## config.mk

```make
export PLATFORM = sky130hd
export DESIGN_NAME = gain_trim_sequencer
export DESIGN_NICKNAME = d
export VERILOG_FILES = /design/src/rtl/gts_pkg.sv /design/src/rtl/gts_settle_timer.sv /design/src/rtl/gts_period_timer.sv /design/src/rtl/gts_sat_step.sv /design/src/rtl/gain_trim_sequencer.sv
export SDC_FILE = /design/constraint.sdc
export NUM_CORES = 1
export LEC_CHECK = 0
export ABC_AREA = 1
export ABC_CLOCK_PERIOD_IN_PS = 4040
export CORE_UTILIZATION = 55
export DETAILED_ROUTE_END_ITERATION = 10
export GPL_TIMING_DRIVEN = 0
export PLACE_DENSITY = 0.88
export SYNTH_ARGS = -nofsm -noshare
export SYNTH_HDL_FRONTEND = slang
export SYNTH_HIERARCHICAL = 1
export SYNTH_SLANG_ARGS = --single-unit
```

## constraint.sdc

```tcl
create_clock -name clk -period 4.04 [get_ports clk]
set_clock_uncertainty 0.05 [all_clocks]
set_input_delay 0.808 -clock clk [delete_from_list [all_inputs] [get_ports clk]]
set_output_delay 0.808 -clock clk [all_outputs]
set_load 0.005 [all_outputs]
```

## src/rtl/gts_pkg.sv

```systemverilog
`timescale 1ns/1ps
package gts_pkg;
    typedef enum logic [2:0] {
        ST_BOOT,
        ST_POWER,
        ST_OFFSET,
        ST_GAIN,
        ST_NORMAL
    } gts_state_e;

    localparam logic [1:0] SEL_SIGNAL = 2'b00;
    localparam logic [1:0] SEL_CALV   = 2'b01;
endpackage

```

## src/rtl/gts_settle_timer.sv

```systemverilog
`timescale 1ns/1ps
module gts_settle_timer #(
    parameter int W = 8
) (
    input  logic         clk,
    input  logic         rst_n,
    input  logic         load_i,
    input  logic [W-1:0] len_i,
    output logic         ready_o
);
    logic [W-1:0] cnt_d, cnt_q;

    always_comb begin
        if (load_i)
            cnt_d = len_i;
        else if (cnt_q != '0)
            cnt_d = cnt_q - 1'b1;
        else
            cnt_d = cnt_q;
    end

    always_ff @(posedge clk or negedge rst_n) begin
        if (!rst_n)
            cnt_q <= '0;
        else
            cnt_q <= cnt_d;
    end

    assign ready_o = (cnt_q == '0);
endmodule

```

## src/rtl/gts_period_timer.sv

```systemverilog
`timescale 1ns/1ps
module gts_period_timer #(
    parameter int PERIOD = 100000
) (
    input  logic clk,
    input  logic rst_n,
    input  logic run_i,
    output logic fire_o
);
    localparam int CW = (PERIOD > 2) ? $clog2(PERIOD) : 1;
    localparam logic [CW-1:0] LAST = CW'(PERIOD - 1);

    logic [CW-1:0] cnt_d, cnt_q;

    assign fire_o = run_i && (cnt_q == LAST);

    always_comb begin
        if (run_i && !fire_o)
            cnt_d = cnt_q + 1'b1;
        else
            cnt_d = '0;
    end

    always_ff @(posedge clk or negedge rst_n) begin
        if (!rst_n)
            cnt_q <= '0;
        else
            cnt_q <= cnt_d;
    end
endmodule

```

## src/rtl/gts_sat_step.sv

```systemverilog
`timescale 1ns/1ps
module gts_sat_step #(
    parameter int W = 7
) (
    input  logic [W-1:0] code_i,
    input  logic         up_i,
    output logic [W-1:0] code_o,
    output logic         blocked_o
);
    localparam logic [W-1:0] TOP = '1;

    always_comb begin
        blocked_o = up_i ? (code_i == TOP) : (code_i == '0);
        if (blocked_o)
            code_o = code_i;
        else if (up_i)
            code_o = code_i + 1'b1;
        else
            code_o = code_i - 1'b1;
    end
endmodule

```

## src/rtl/gain_trim_sequencer.sv

```systemverilog
`timescale 1ns/1ps
module gain_trim_sequencer
    import gts_pkg::*;
#(
    parameter int CODE_W     = 7,
    parameter int ADC_W      = 8,
    parameter int SETTLE_W   = 8,
    parameter int VCAL_W     = 8,
    parameter int PERIOD_CYC = 100000,
    parameter int MAX_ITER   = 128,
    parameter int TOL        = 1,
    parameter int CODE_INIT  = 64,
    parameter int VCAL_OFS   = 128,
    parameter int VCAL_GAIN  = 192,
    parameter int TGT_BASE   = 12
) (
    input  logic                clk,
    input  logic                rst_n,
    input  logic                cal_start,
    input  logic [SETTLE_W-1:0] settle_cycles,
    input  logic [1:0]          coarse_gain,
    input  logic [ADC_W-1:0]    adc_data,
    input  logic                adc_valid,
    output logic                stage_pdn_n,
    output logic [1:0]          in_sel,
    output logic                out_sw_en,
    output logic                adc_en,
    output logic                vcal_en,
    output logic [VCAL_W-1:0]   vcal_code,
    output logic [CODE_W-1:0]   gain_code,
    output logic [CODE_W-1:0]   ofs_code,
    output logic                cal_busy,
    output logic                cal_done,
    output logic                cal_fail
);
    localparam int ITER_W = $clog2(MAX_ITER + 1);
    localparam int ERR_W  = ADC_W + 2;
    localparam logic signed [ERR_W-1:0] TOL_S     = ERR_W'(TOL);
    localparam logic [CODE_W-1:0]       CODE_RST  = CODE_W'(CODE_INIT);
    localparam logic [ITER_W-1:0]       ITER_LAST = ITER_W'(MAX_ITER);
    localparam int NUM_TRIM = 2;

    typedef struct packed {
        gts_state_e        st;
        logic [CODE_W-1:0] ofs;
        logic [CODE_W-1:0] gain;
        logic [ITER_W-1:0] iter;
        logic              done;
        logic              fail;
    } ctl_t;

    ctl_t ctl_d, ctl_q;

    logic                     settle_load;
    logic                     settle_ready;
    logic                     period_fire;
    logic                     idle;
    logic                     measuring;
    logic                     use_gain;
    logic                     take_sample;
    logic signed [ADC_W-1:0]  sample;
    logic signed [ERR_W-1:0]  target;
    logic signed [ERR_W-1:0]  err;
    logic                     too_high;
    logic                     too_low;
    logic                     in_window;
    logic [CODE_W-1:0]        step_in  [NUM_TRIM];
    logic [CODE_W-1:0]        step_out [NUM_TRIM];
    logic [NUM_TRIM-1:0]      step_blocked;

    // Reading: top bit of the ADC word arrives inverted
    assign sample      = {~adc_data[ADC_W-1], adc_data[ADC_W-2:0]};
    assign use_gain    = (ctl_q.st == ST_GAIN);
    assign measuring   = (ctl_q.st == ST_OFFSET) || use_gain;
    assign idle        = (ctl_q.st == ST_NORMAL);
    assign target      = use_gain ? ERR_W'(TGT_BASE << coarse_gain) : '0;
    assign err         = ERR_W'(sample) - target;
    assign too_high    = err > TOL_S;
    assign too_low     = err < -TOL_S;
    assign in_window   = !too_high && !too_low;
    assign take_sample = measuring && settle_ready && adc_valid;

    assign step_in[0] = ctl_q.ofs;
    assign step_in[1] = ctl_q.gain;

    for (genvar gi = 0; gi < NUM_TRIM; gi++) begin : g_trim
        gts_sat_step #(.W(CODE_W)) u_step (
            .code_i   (step_in[gi]),
            .up_i     (too_low),
            .code_o   (step_out[gi]),
            .blocked_o(step_blocked[gi])
        );
    end

    gts_settle_timer #(.W(SETTLE_W)) u_settle (
        .clk    (clk),
        .rst_n  (rst_n),
        .load_i (settle_load),
        .len_i  (settle_cycles),
        .ready_o(settle_ready)
    );

    gts_period_timer #(.PERIOD(PERIOD_CYC)) u_period (
        .clk   (clk),
        .rst_n (rst_n),
        .run_i (idle),
        .fire_o(period_fire)
    );

    always_comb begin
        ctl_d       = ctl_q;
        settle_load = 1'b0;
        case (ctl_q.st)
            ST_BOOT: begin
                ctl_d.st    = ST_POWER;
                settle_load = 1'b1;
            end
            ST_POWER: begin
                if (settle_ready) begin
                    ctl_d.st    = ST_OFFSET;
                    ctl_d.iter  = '0;
                    settle_load = 1'b1;
                end
            end
            ST_OFFSET, ST_GAIN: begin
                if (take_sample) begin
                    if (in_window) begin
                        ctl_d.iter = '0;
                        if (use_gain) begin
                            ctl_d.st   = ST_NORMAL;
                            ctl_d.done = 1'b1;
                        end else begin
                            ctl_d.st    = ST_GAIN;
                            settle_load = 1'b1;
                        end
                    end else if (step_blocked[use_gain] || ctl_q.iter == ITER_LAST) begin
                        ctl_d.st   = ST_NORMAL;
                        ctl_d.fail = 1'b1;
                    end else begin
                        if (use_gain)
                            ctl_d.gain = step_out[1];
                        else
                            ctl_d.ofs = step_out[0];
                        ctl_d.iter  = ctl_q.iter + 1'b1;
                        settle_load = 1'b1;
                    end
                end
            end
            ST_NORMAL: begin
                if (cal_start || period_fire) begin
                    ctl_d.st    = ST_POWER;
                    ctl_d.done  = 1'b0;
                    ctl_d.fail  = 1'b0;
                    settle_load = 1'b1;
                end
            end
            default: begin
                ctl_d.st = ST_NORMAL;
            end
        endcase
    end

    always_ff @(posedge clk or negedge rst_n) begin
        if (!rst_n)
            ctl_q <= '{st: ST_BOOT, ofs: CODE_RST, gain: CODE_RST,
                       iter: '0, done: 1'b0, fail: 1'b0};
        else
            ctl_q <= ctl_d;
    end

    assign stage_pdn_n = (ctl_q.st != ST_BOOT);
    assign in_sel      = measuring ? SEL_CALV : SEL_SIGNAL;
    assign out_sw_en   = measuring;
    assign adc_en      = measuring;
    assign vcal_en     = measuring;
    assign vcal_code   = (ctl_q.st == ST_OFFSET) ? VCAL_W'(VCAL_OFS) :
                         use_gain                ? VCAL_W'(VCAL_GAIN) : '0;
    assign gain_code   = ctl_q.gain;
    assign ofs_code    = ctl_q.ofs;
    assign cal_busy    = !idle;
    assign cal_done    = ctl_q.done;
    assign cal_fail    = ctl_q.fail;
endmodule

```

# --- Word-level counts from Yosys, hierarchy flattened ---
# Index checks and enable logic that the tools add are counted.
word_totals:
  reg_bits: 52
  in_bits: 22
op_classes:
  n_addsub: 8
  n_lt_le_gt_ge: 3
  n_eq_ne: 17
  n_shift: 1
  mux: 42
  n_bitwise: 6
  n_reduce_logical: 28
ops:
  columns: ["operator", "count"]
  rows:
  - ["8-bit 2-to-1 mux", 6]
  - ["7-bit 2-to-1 mux", 6]
  - ["27-bit 2-to-1 mux", 1]
  - ["22-bit 2-to-1 mux", 1]
  - ["17-bit by 1-bit adder with 17-bit output, second input constant", 1]
  - ["17-bit == test, second input constant", 1]
  - ["17-bit 2-to-1 mux", 1]
  - ["8-bit case mux with 2 select lines", 1]
  - ["1-bit 2-to-1 mux", 15]
  - ["3-bit 2-to-1 mux", 5]
  - ["7-bit by 1-bit adder with 7-bit output, second input constant", 2]
  - ["7-bit == test, second input constant", 2]
  - ["7-bit zero test", 2]
  - ["14-bit 2-to-1 mux", 1]
  - ["7-bit by 1-bit subtractor with 7-bit output, second input constant", 2]
  - ["2-bit != test, second input constant", 6]
  - ["3-bit case mux with 4 select lines", 1]
  - ["6-bit AND reduction", 2]
  - ["10-bit by 2-bit greater-than comparator with 1-bit output, second input constant", 1]
  - ["10-bit by 1-bit less-than comparator with 1-bit output, second input constant", 1]
  - ["10-bit 2-to-1 mux", 1]
  - ["5-bit AND reduction", 2]
  - ["4-bit by 2-bit << shifter with 10-bit output, first input constant", 1]
  - ["8-bit by 10-bit subtractor with 10-bit output", 1]
  - ["23 further kinds", 42]

# --- Longest topological paths before layout ---
# Gate-level depths: netlist of the first run.
logic_depth:
  word_depth: 13
  mapped_depth: 33
  ltp_nobuf: 32

# --- Modules after synthesis ---
# Netlist of the first run, hierarchy kept.
by_module_without_submodules:
  columns: ["module", "n_inst", "cells_per_inst", "area_each_um2", "seq_area_each_um2"]
  rows:
  - ["gain_trim_sequencer", 1, 285, 1965.6, 678.2]
  - ["gts_period_timer", 1, 128, 973.4, 425.4]
  - ["gts_sat_step", 2, 66, 382.9, 0.0]
  - ["gts_settle_timer", 1, 74, 518.0, 200.2]

# --- Least setup slack after synthesis of the first run ---
# Ideal clock, no wire load.
synth_path:
  path_type: "input to register"
  from: "input port coarse_gain[1]"
  to: "register u_settle.cnt_q[0]"
  setup_ns: 0.118
  arrival_ns: 3.748
  required_time_ns: 3.872
  slack_ns: 0.124
  stages: 30
  path_cell_list: "inv_1 ha_1 nand2_1 ha_1 nand2_1 clkinv_1 nand2_1 nand3_1 nand2_1 inv_1 nand3_1 nand2_2 inv_1 nor2_1 nand2_2 nor2_4 nor2_4 inv_2 o21ai_1 nand2_1 a31oi_1 inv_1 nor2_2 nand2_4 nor2_8 or2_1 clkbuf_4 o21ai_0 nand2_1 o21ai_2"
synth_via:
  elab_chain_cells: 13
  elab_cells_between_ends: 19
  cone_classes: "1 x add/sub; 2 x order compare; 1 x shift; 10 x mux; 5 x reduce/logical"
synth_rtl:
  columns: ["item", "line_no", "rtl"]
  rows:
  - ["start, declared", "gain_trim_sequencer.sv:21", "input logic [1:0] coarse_gain,"]
  - ["4-bit by 2-bit << shifter with 10-bit output (*)", "gain_trim_sequencer.sv:76", "assign target = use_gain ? ERR_W'(TGT_BASE << coarse_gain) : '0;"]
  - ["10-bit 2-to-1 mux (*)", "gain_trim_sequencer.sv:76", null]
  - ["8-bit by 10-bit subtractor with 10-bit output (*)", "gain_trim_sequencer.sv:77", "assign err = ERR_W'(sample) - target;"]
  - ["10-bit by 1-bit less-than comparator with 1-bit output (*)", "gain_trim_sequencer.sv:79", "assign too_low = err < -TOL_S;"]
  - ["via too_low", "gain_trim_sequencer.sv:65", "logic too_low;"]
  - ["1-bit 2-to-1 mux (*)", "gts_sat_step.sv:13", "blocked_o = up_i ? (code_i == TOP) : (code_i == '0);"]
  - ["via step_blocked[0]", "gain_trim_sequencer.sv:69", "logic [NUM_TRIM-1:0] step_blocked;"]
  - ["1-bit 2-to-1 mux (not written as such) (*) (2 in series)", "gain_trim_sequencer.sv:136", "end else if (step_blocked[use_gain] || ctl_q.iter == ITER_LAST) begin"]
  - ["1-bit logical OR (*)", "gain_trim_sequencer.sv:136", null]
  - ["1-bit 2-to-1 mux (*)", "gain_trim_sequencer.sv:136", null]
  - ["1-bit 2-to-1 mux (*)", "gain_trim_sequencer.sv:127", "if (in_window) begin"]
  - ["1-bit 2-to-1 mux (*)", "gain_trim_sequencer.sv:126", "if (take_sample) begin"]
  - ["1-bit case mux with 4 select lines (*)", "gain_trim_sequencer.sv:113", "case (ctl_q.st)"]
  - ["via settle_load", "gain_trim_sequencer.sv:54", "logic settle_load;"]
  - ["8-bit 2-to-1 mux or 2-bit nonzero test (tied branches)", null, null]
  - ["end signal, assigned", "gts_settle_timer.sv:26", "cnt_q <= cnt_d;"]
  - ["end, declared", "gts_settle_timer.sv:11", "logic [W-1:0] cnt_d, cnt_q;"]
# Mark *: on every way through the listed nets, which the timed path passes. The rest lies on a longest branch. The select of a mux whose other input is x is not followed.
# A chain may end at the register's enable or synchronous reset.

# --- Worst setup path after layout of the first run ---
layout_path:
  from: "register ctl_q[26] (netlist bit)"
  to: "register ctl_q, in the netlist cal_fail"
layout_via:
  elab_chain_cells: 10
  elab_cells_between_ends: 28
  cone_classes: "1 x add/sub; 2 x order compare; 7 x eq/ne; 6 x mux; 12 x reduce/logical"
layout_rtl:
  columns: ["item", "line_no", "rtl"]
  rows:
  - ["start, declared", "gain_trim_sequencer.sv:52", "ctl_t ctl_d, ctl_q;"]
  - ["start signal, assigned", "gain_trim_sequencer.sv:165", "ctl_q <= '{st: ST_BOOT, ofs: CODE_RST, gain: CODE_RST,"]
  - ["start signal, assigned", "gain_trim_sequencer.sv:168", "ctl_q <= ctl_d;"]
  - ["3-bit by 2-bit == test with 1-bit output", "gain_trim_sequencer.sv:73", "assign use_gain = (ctl_q.st == ST_GAIN);"]
  - ["10-bit 2-to-1 mux", "gain_trim_sequencer.sv:76", null]
  - ["8-bit by 10-bit subtractor with 10-bit output", "gain_trim_sequencer.sv:77", null]
  - ["10-bit by 1-bit less-than comparator with 1-bit output", "gain_trim_sequencer.sv:79", null]
  - ["via too_low", "gain_trim_sequencer.sv:65", null]
  - ["1-bit 2-to-1 mux", "gts_sat_step.sv:13", null]
  - ["via step_blocked[1]", "gain_trim_sequencer.sv:69", null]
  - ["1-bit 2-to-1 mux (not written as such) (2 in series)", "gain_trim_sequencer.sv:136", null]
  - ["1-bit logical OR", "gain_trim_sequencer.sv:136", null]
  - ["2-bit != test (no source line)", null, null]
  - ["5-bit AND reduction (no source line)", null, null]
# The timed path passes the listed nets, and every way through them passes these cells. The select of a mux whose other input is x is not followed.

==> flow_summary.yaml, run 1 <==
placed_design:
  dp.cells: 770
  placed_area_mm2: 0.00483
  dp_hpwl_um: 6930
  gp_congestion: 0.903
  dp_slack_ns: -0.960
  port_buffers: 45
route:
  drt_iter0_drc: 390
  drt-pass1-iter-count: 6
  routed_wl_um: 10400
  wire_per_inst_um: 13.0
  route.vias.total: 4280
  viasPerCell: 5.32
  drc: 0
  antenna_left: 0
timing:
  layout_setup_ws_ns: 0.0112
  worstMarginPinSlew_ns: 0.617
  setup_violations: 0
  period_share: 0.997
  rsz0062_at_grt: "yes"
  whs_ns: 0.441
  drv_slew: 0
  fmax_ghz: 0.248
  relSlewSlack: 0.588
  final.min_clock_period_ns: 4.03
  hold_viol: 0
hold_path:
  hold_class: "input port to async pin"
synth:
  yosysSeqAreaShare: 0.309
  synth_area_mm2: 0.00422
  yosysWarnings: 6
  synth_seq_cells: 52
  syn_inst: 619
  ys_types: 38
  avgSynthCellArea_um2: 6.82
worst_setup_path:
  r2r_slack_ns: 0.01
  crit_path_max_fanout: 6
  path_buf_inv: 12
  reg2reg_depth: 31
  cp_top_family: "simple AND/OR/NAND/NOR gates"
  worstPathRequired_ns: 4.26
  critPathCaptureType: "register"
  rr_endpoint: "cal_fail$_DFFE_PN0P_"
  reg2reg_from: "ctl_q[26]$_DFFE_PN0P_"
  max_stage_delay_ns: 0.41
  critPathKind: "register to register"
  arrival_ns: 4.25
  critical_path.most_common_cell: "nand2_1"
  critPathSlowestCell: "dfrtp_1"
  crit_path_start_kind: "register"
cts:
  clock-root-buffer: "clkbuf_8"
  clkTransAtPathRegs_ns: 0.11
  worstSkewPairLatency_ns: 0.32
  cts.htree.levels: 2
  cts_tree: "yes"
  numCtsBuffers: 5
  postCtsHoldBufs: 0
  cts_max_path_buffers: 2
  cts_sinks: 52
global_routing:
  antenna_found_initial: 0
  grt_max_degree: 28
  grt_usage: 0.252
  grt_pass1_vias: 3696
  grt_overflow: 0
  grt_pass1_wl_um: 15800
floorplanning:
  core_area_mm2: 0.00733
  placementRows: 31
  fp.dieW_um: 89.6
  dieArea_mm2: 0.00803
  chipHeight_um: 89.6
  pin_count: 53
  start_util: 0.576
finish:
  final_cell_mix: "195 x nand2_1, 68 x inv_1, 63 x nor2_1, 53 x nand3_1, 50 x dfrtp_1"
  drive_above_1_share: 0.194
  fillers: 524
  fin_nets: 749
  diodes: 0
  design_area_mm2: 0.00525
  layout_commonest_cell: "nand2_1"
  area_delta_synth_final_pct: 24.3
  fin_cells: 804
pwr:
  ir_drop_mv: 0.333
  power_density_mw_per_mm2: 367
  power.leakage_nw: 2.71
run_status:
  status: "finished, final reports clean"
flow_run:
  drv_cap: 0
-- metrics by stage --
stage | util | power [W] | TNS (ns)
global route | 0.716 | 0.00206 | -3.69
finish | 0.716 | 0.00193 | 0
detailed placement | 0.659 | 0.00145 | -21.55
floorplan | - | 0.00123 | 0
CTS | 0.693 | 0.00184 | 0
global placement | 0.657 | 0.00142 | -17.46
-- cell usage after synthesis --
master	n	area, um2
nand2_1	200	751
inv_1	70	263
nor2_1	65	244
nand3_1	55	275
dfrtp_1	50	1250
buf_4	24	180
ha_1	21	263
o21ai_0	12	60.1
a21oi_1	10	50.1
nand2_2	10	62.6
nand4_1	9	56.3
nor2_2	9	56.3
xor2_1	9	78.8
xnor2_1	8	70.1
inv_2	7	26.3
nor2_4	7	78.8
clkinv_1	6	22.5
nor3_1	6	30.0
o21ai_1	5	25.0
nand2_4	4	45.0
a31oi_1	3	18.8
nand3_2	3	30.0
o21ai_2	3	26.3
o21bai_1	3	22.5
a21oi_2	2	17.5
buf_2	2	10.0
buf_6	2	22.5
dfstp_2	2	52.6
fa_1	2	40.0
nand4_2	2	25.0
clkbuf_4	1	7.51
conb_1	1	3.75
nor2_8	1	20.0
nor3b_1	1	7.51
nor4_1	1	6.26
o21bai_2	1	11.3
or2_1	1	6.26
or2_2	1	6.26
-- worst max path at each step --
stage | endpoint | from | slack [ns] | cells past startpoint
after CTS | u_settle/cnt_q[7]$_DFFE_PN0P_ | coarse_gain[1] | 0.09 | 32
after detailed placement | u_settle/cnt_q[1]$_DFFE_PN0P_ | coarse_gain[1] | -0.96 | 31
final | cal_fail$_DFFE_PN0P_ | ctl_q[26]$_DFFE_PN0P_ | 0.01 | 31
after floorplan | u_settle/cnt_q[0]$_DFFE_PN0P_ | coarse_gain[1] | 0.12 | 30
after global placement | u_settle/cnt_q[3]$_DFFE_PN0P_ | coarse_gain[1] | -0.85 | 31
after global routing | u_settle/cnt_q[1]$_DFFE_PN0P_ | ctl_q[26]$_DFFE_PN0P_ | -0.19 | 31
-- state kept, by name, indices dropped and copies added (netlist names) --
name,cells
cal_done,1
cal_fail,1
ofs_code,7
u_settle/cnt_q,8
gain_code,7
ctl_q,11
u_period/cnt_q,17
-- layout make-up --
type                            instances  area, um2  area share
Buffer                                 29        228      0.0434
Clock buffer                            5       68.8      0.0131
Clock inverter                          3       21.3     0.00405
Inverter                               83        315      0.0601
Multi-Input combinational cell        461       2520       0.481
Sequential cell                        52       1300       0.248
Tap cell                               99        124      0.0236
Timing Repair Buffer                   72        663       0.126
-- metal layers --
layer	GRT usage	wire length, um
met1	0.322	4270
met2	0.450	5230
met3	0.0356	610
met4	0.0606	318
met5	0	0
-- where the power goes --
part | internal [W] | switching, W
Clock | 0.000124 | 0.000190
Combinational | 0.000404 | 0.000557
Sequential | 0.000588 | 0.0000635
Total | 0.00112 | 0.000811
-- cell families after synthesis --
| family | Yosys count | share of synthesized area |
|---|---|---|
| and+or+nand+nor | 375 | 0.403 |
| buffers and inverters | 112 | 0.126 |
| DFF | 52 | 0.309 |
| AOI/OAI and AO/OA | 39 | 0.0548 |
| adders and majority gates | 23 | 0.0717 |
| xor gates and xnor gates | 17 | 0.0353 |
| other | 1 | 0.000888 |
-- what timing repair did --
action / in CTS / in global routing
buffers inserted: 13 / 12
endpoints found under the setup margin: 32 / 34
gates resized for setup: 16 / 21
cloned: 1 / 0
pin swaps: 12 / 11
(Power assumes the default switching activity.)
==> inputs of run 2 (changes only) <==
--- a/config.mk
+++ b/config.mk
@@ -8,6 +8,7 @@
 export ABC_AREA = 1
 export ABC_CLOCK_PERIOD_IN_PS = 4040
 export CORE_UTILIZATION = 55
+export CTS_BUF_LIST = sky130_fd_sc_hd__clkbuf_8
 export DETAILED_ROUTE_END_ITERATION = 10
 export GPL_TIMING_DRIVEN = 0
 export PLACE_DENSITY = 0.88
==> results of run 2 <==
The final DEF is identical to that of run 1; final timing and power are the same.
==> inputs of run 3 (changes only) <==
--- a/config.mk
+++ b/config.mk
@@ -7,11 +7,13 @@
 export LEC_CHECK = 0
 export ABC_AREA = 1
 export ABC_CLOCK_PERIOD_IN_PS = 4040
-export CORE_UTILIZATION = 55
+export CORE_UTILIZATION = 58
 export CTS_BUF_LIST = sky130_fd_sc_hd__clkbuf_8
+export CTS_CLUSTER_SIZE = 40
 export DETAILED_ROUTE_END_ITERATION = 10
 export GPL_TIMING_DRIVEN = 0
-export PLACE_DENSITY = 0.88
+export PLACE_DENSITY = 0.92
+export SLEW_MARGIN = 20
 export SYNTH_ARGS = -nofsm -noshare
 export SYNTH_HDL_FRONTEND = slang
 export SYNTH_HIERARCHICAL = 1
==> run 3 against run 2 <==
Net effect:
- hold slack improved by 0.0039 ns
- first-iteration DRC count decreased by 14%
- final area increased by 1.4%
- combinational power increased by 3.8%
- register-to-register slack improved by 0.12 ns
- sequential share of layout area decreased by 0.34 points
- global-route usage increased by 2.2 points
- non-clock buffer count unchanged
- via count decreased by 1.8%
- clock power increased by 5%
- clock-buffer cell count unchanged
==> flow_summary.yaml, run 3 (same netlist as run 1, synthesis figures left out) <==
global_routing:
  grt_usage: 0.274
  antenna_found_initial: 0
  grt_pass1_wl_um: 16600
  grt_pass1_vias: 3843
  grt_overflow: 0
  grt_max_degree: 53
route:
  viasPerCell: 5.25
  antenna_left: 0
  routed_wl_um: 10500
  drt_iter0_drc: 336
  drc: 0
  route.vias.total: 4202
  wire_per_inst_um: 13.2
  drt-pass1-iter-count: 5
placed_design:
  dp.cells: 766
  port_buffers: 45
  dp_hpwl_um: 7010
  gp_congestion: 0.869
cts:
  cts.htree.levels: 2
  numCtsBuffers: 5
  clkTransAtPathRegs_ns: 0.12
  postCtsHoldBufs: 0
  clock-root-buffer: "clkbuf_8"
  worstSkewPairLatency_ns: 0.32
  cts_max_path_buffers: 2
  cts_tree: "yes"
  cts_sinks: 52
finish:
  layout_commonest_cell: "nand2_1"
  final_cell_mix: "187 x nand2_1, 64 x inv_1, 61 x nor2_1, 50 x nand3_1, 50 x dfrtp_1"
  fin_util: 0.770
  largest_reg_flops: 17
  area_delta_synth_final_pct: 26.0
  diodes: 0
  fin_nets: 749
  drive_above_1_share: 0.221
  multiInputGateArea_mm2: 0.00259
  seq_area_mm2: 0.00130
  fillers: 491
  fin_cells: 801
  largest-register: "u_period/cnt_q"
  reg.largest.list: "u_period/cnt_q: 17 flops, ctl_q: 11 flops, u_settle/cnt_q: 8 flops"
pwr:
  combinationalPowerShare: 0.504
  swShare: 0.429
  intPower_w: 0.00113
  ir_drop_mv: 0.293
  seqPwrFrac: 0.329
  p_clk_frac: 0.166
  power.leakage_nw: 2.71
  power_density_mw_per_mm2: 372
  power.switching_w: 0.000850
worst_setup_path:
  critPathSlowestCell: "clkdlybuf4s50_1"
  worstPathRequired_ns: 4.25
  crit_path_start_kind: "input port"
  max_stage_delay_ns: 0.45
  crit_path_max_fanout: 8
  arrival_ns: 4.13
  critPathKind: "input port to register"
  critPathCaptureType: "register"
  critical_path.most_common_cell: "nor2_4"
floorplanning:
  start_util: 0.611
  core_area_mm2: 0.00691
  dieArea_mm2: 0.00763
  fp.dieW_um: 87.3
  pin_count: 53
  placementRows: 30
  chipHeight_um: 87.3
flow_run:
  drv_cap: 0
timing:
  worstMarginPinSlew_ns: 0.656
  period_share: 0.970
  rsz0062_at_grt: "yes"
  final.min_clock_period_ns: 3.92
  fmax_ghz: 0.255
  drv_slew: 0
  setup_violations: 0
  relSlewSlack: 0.562
  hold_viol: 0
hold_path:
  hold_class: "input port to async pin"
run_status:
  status: "finished, final reports clean"
## run 3: metrics by stage
step / hold WS (ns) / TNS (ns) / cell area, um2 / total power (W) / setup WS (ns)
3_5_place_dp: 0.443 / -21.48 / 4810 / 0.00145 / -0.990
3_3_place_gp: 0.436 / -17.39 / 4820 / 0.00141 / -0.854
6_report: 0.445 / 0 / 5320 / 0.00198 / 0.120
4_1_cts: 0.459 / 0 / 5100 / 0.00187 / 0.0197
2_1_floorplan: 0.414 / 0 / 4250 / 0.00123 / 0.124
5_1_grt: 0.497 / -0.444 / 5320 / 0.00210 / -0.0836
## run 3: final cells by class
class                           count  share of cell area
Buffer                             29              0.0447
Clock buffer                        5              0.0129
Clock inverter                      3             0.00517
Inverter                           83              0.0593
Multi-Input combinational cell    461               0.487
Sequential cell                    52               0.245
Tap cell                           96              0.0226
Timing Repair Buffer               72               0.123
## run 3: worst paths after layout
check,startpoint,to,slack (ns),cells past startpoint
max in group asynchronous,rst_n,gain_code[0]$_DFFE_PN0P_,3.04,1
min in group clk,u_period/cnt_q[0]$_DFF_PN0_,u_period/cnt_q[0]$_DFF_PN0_,0.47,1
hold / removal,rst_n,u_period/cnt_q[11]$_DFF_PN0_,0.44,1
setup / recovery,adc_data[2],u_settle/cnt_q[3]$_DFFE_PN0P_,0.12,27
hold reg to reg,u_period/cnt_q[0]$_DFF_PN0_,u_period/cnt_q[0]$_DFF_PN0_,0.47,1
setup reg to reg,ctl_q[26]$_DFFE_PN0P_,u_settle/cnt_q[3]$_DFFE_PN0P_,0.13,30
## run 3: power groups by stage
stage	sequential, W	combinational (W)	clock (W)
3_3_place_gp	0.000655	0.000758	0
2_1_floorplan	0.000645	0.000581	0
4_1_cts	0.000650	0.000896	0.000325
3_5_place_dp	0.000658	0.000796	0
5_1_grt	0.000661	0.00110	0.000349
6_report	0.000653	0.000999	0.000330
## run 3: timing repair
action                                  4_1_cts  5_1_grt
endpoints found under the setup margin       33       34
pin swaps                                    14       31
resized for setup                            18       40
gates cloned                                  1        0
setup buffers                                14       12
## run 3: critical path, delay by kind of cell
kind / cells / cell delay (ns)
AO/OA/AOI/OAI: 3 / 0.17
AND/OR/NAND/NOR: 17 / 1.69
buffers and inverters: 6 / 1.11
adder cells (fa/ha/maj): 1 / 0.31
## run 3: layer usage
layer,vias to the layer above,share of wire,GRT usage,routed length [um]
li1,2078,-,-,-
met1,1935,0.41,0.338,4350
met2,154,0.52,0.501,5460
met3,35,0.044,0.0341,467
met4,0,0.025,0.0730,268
met5,-,0,0,0
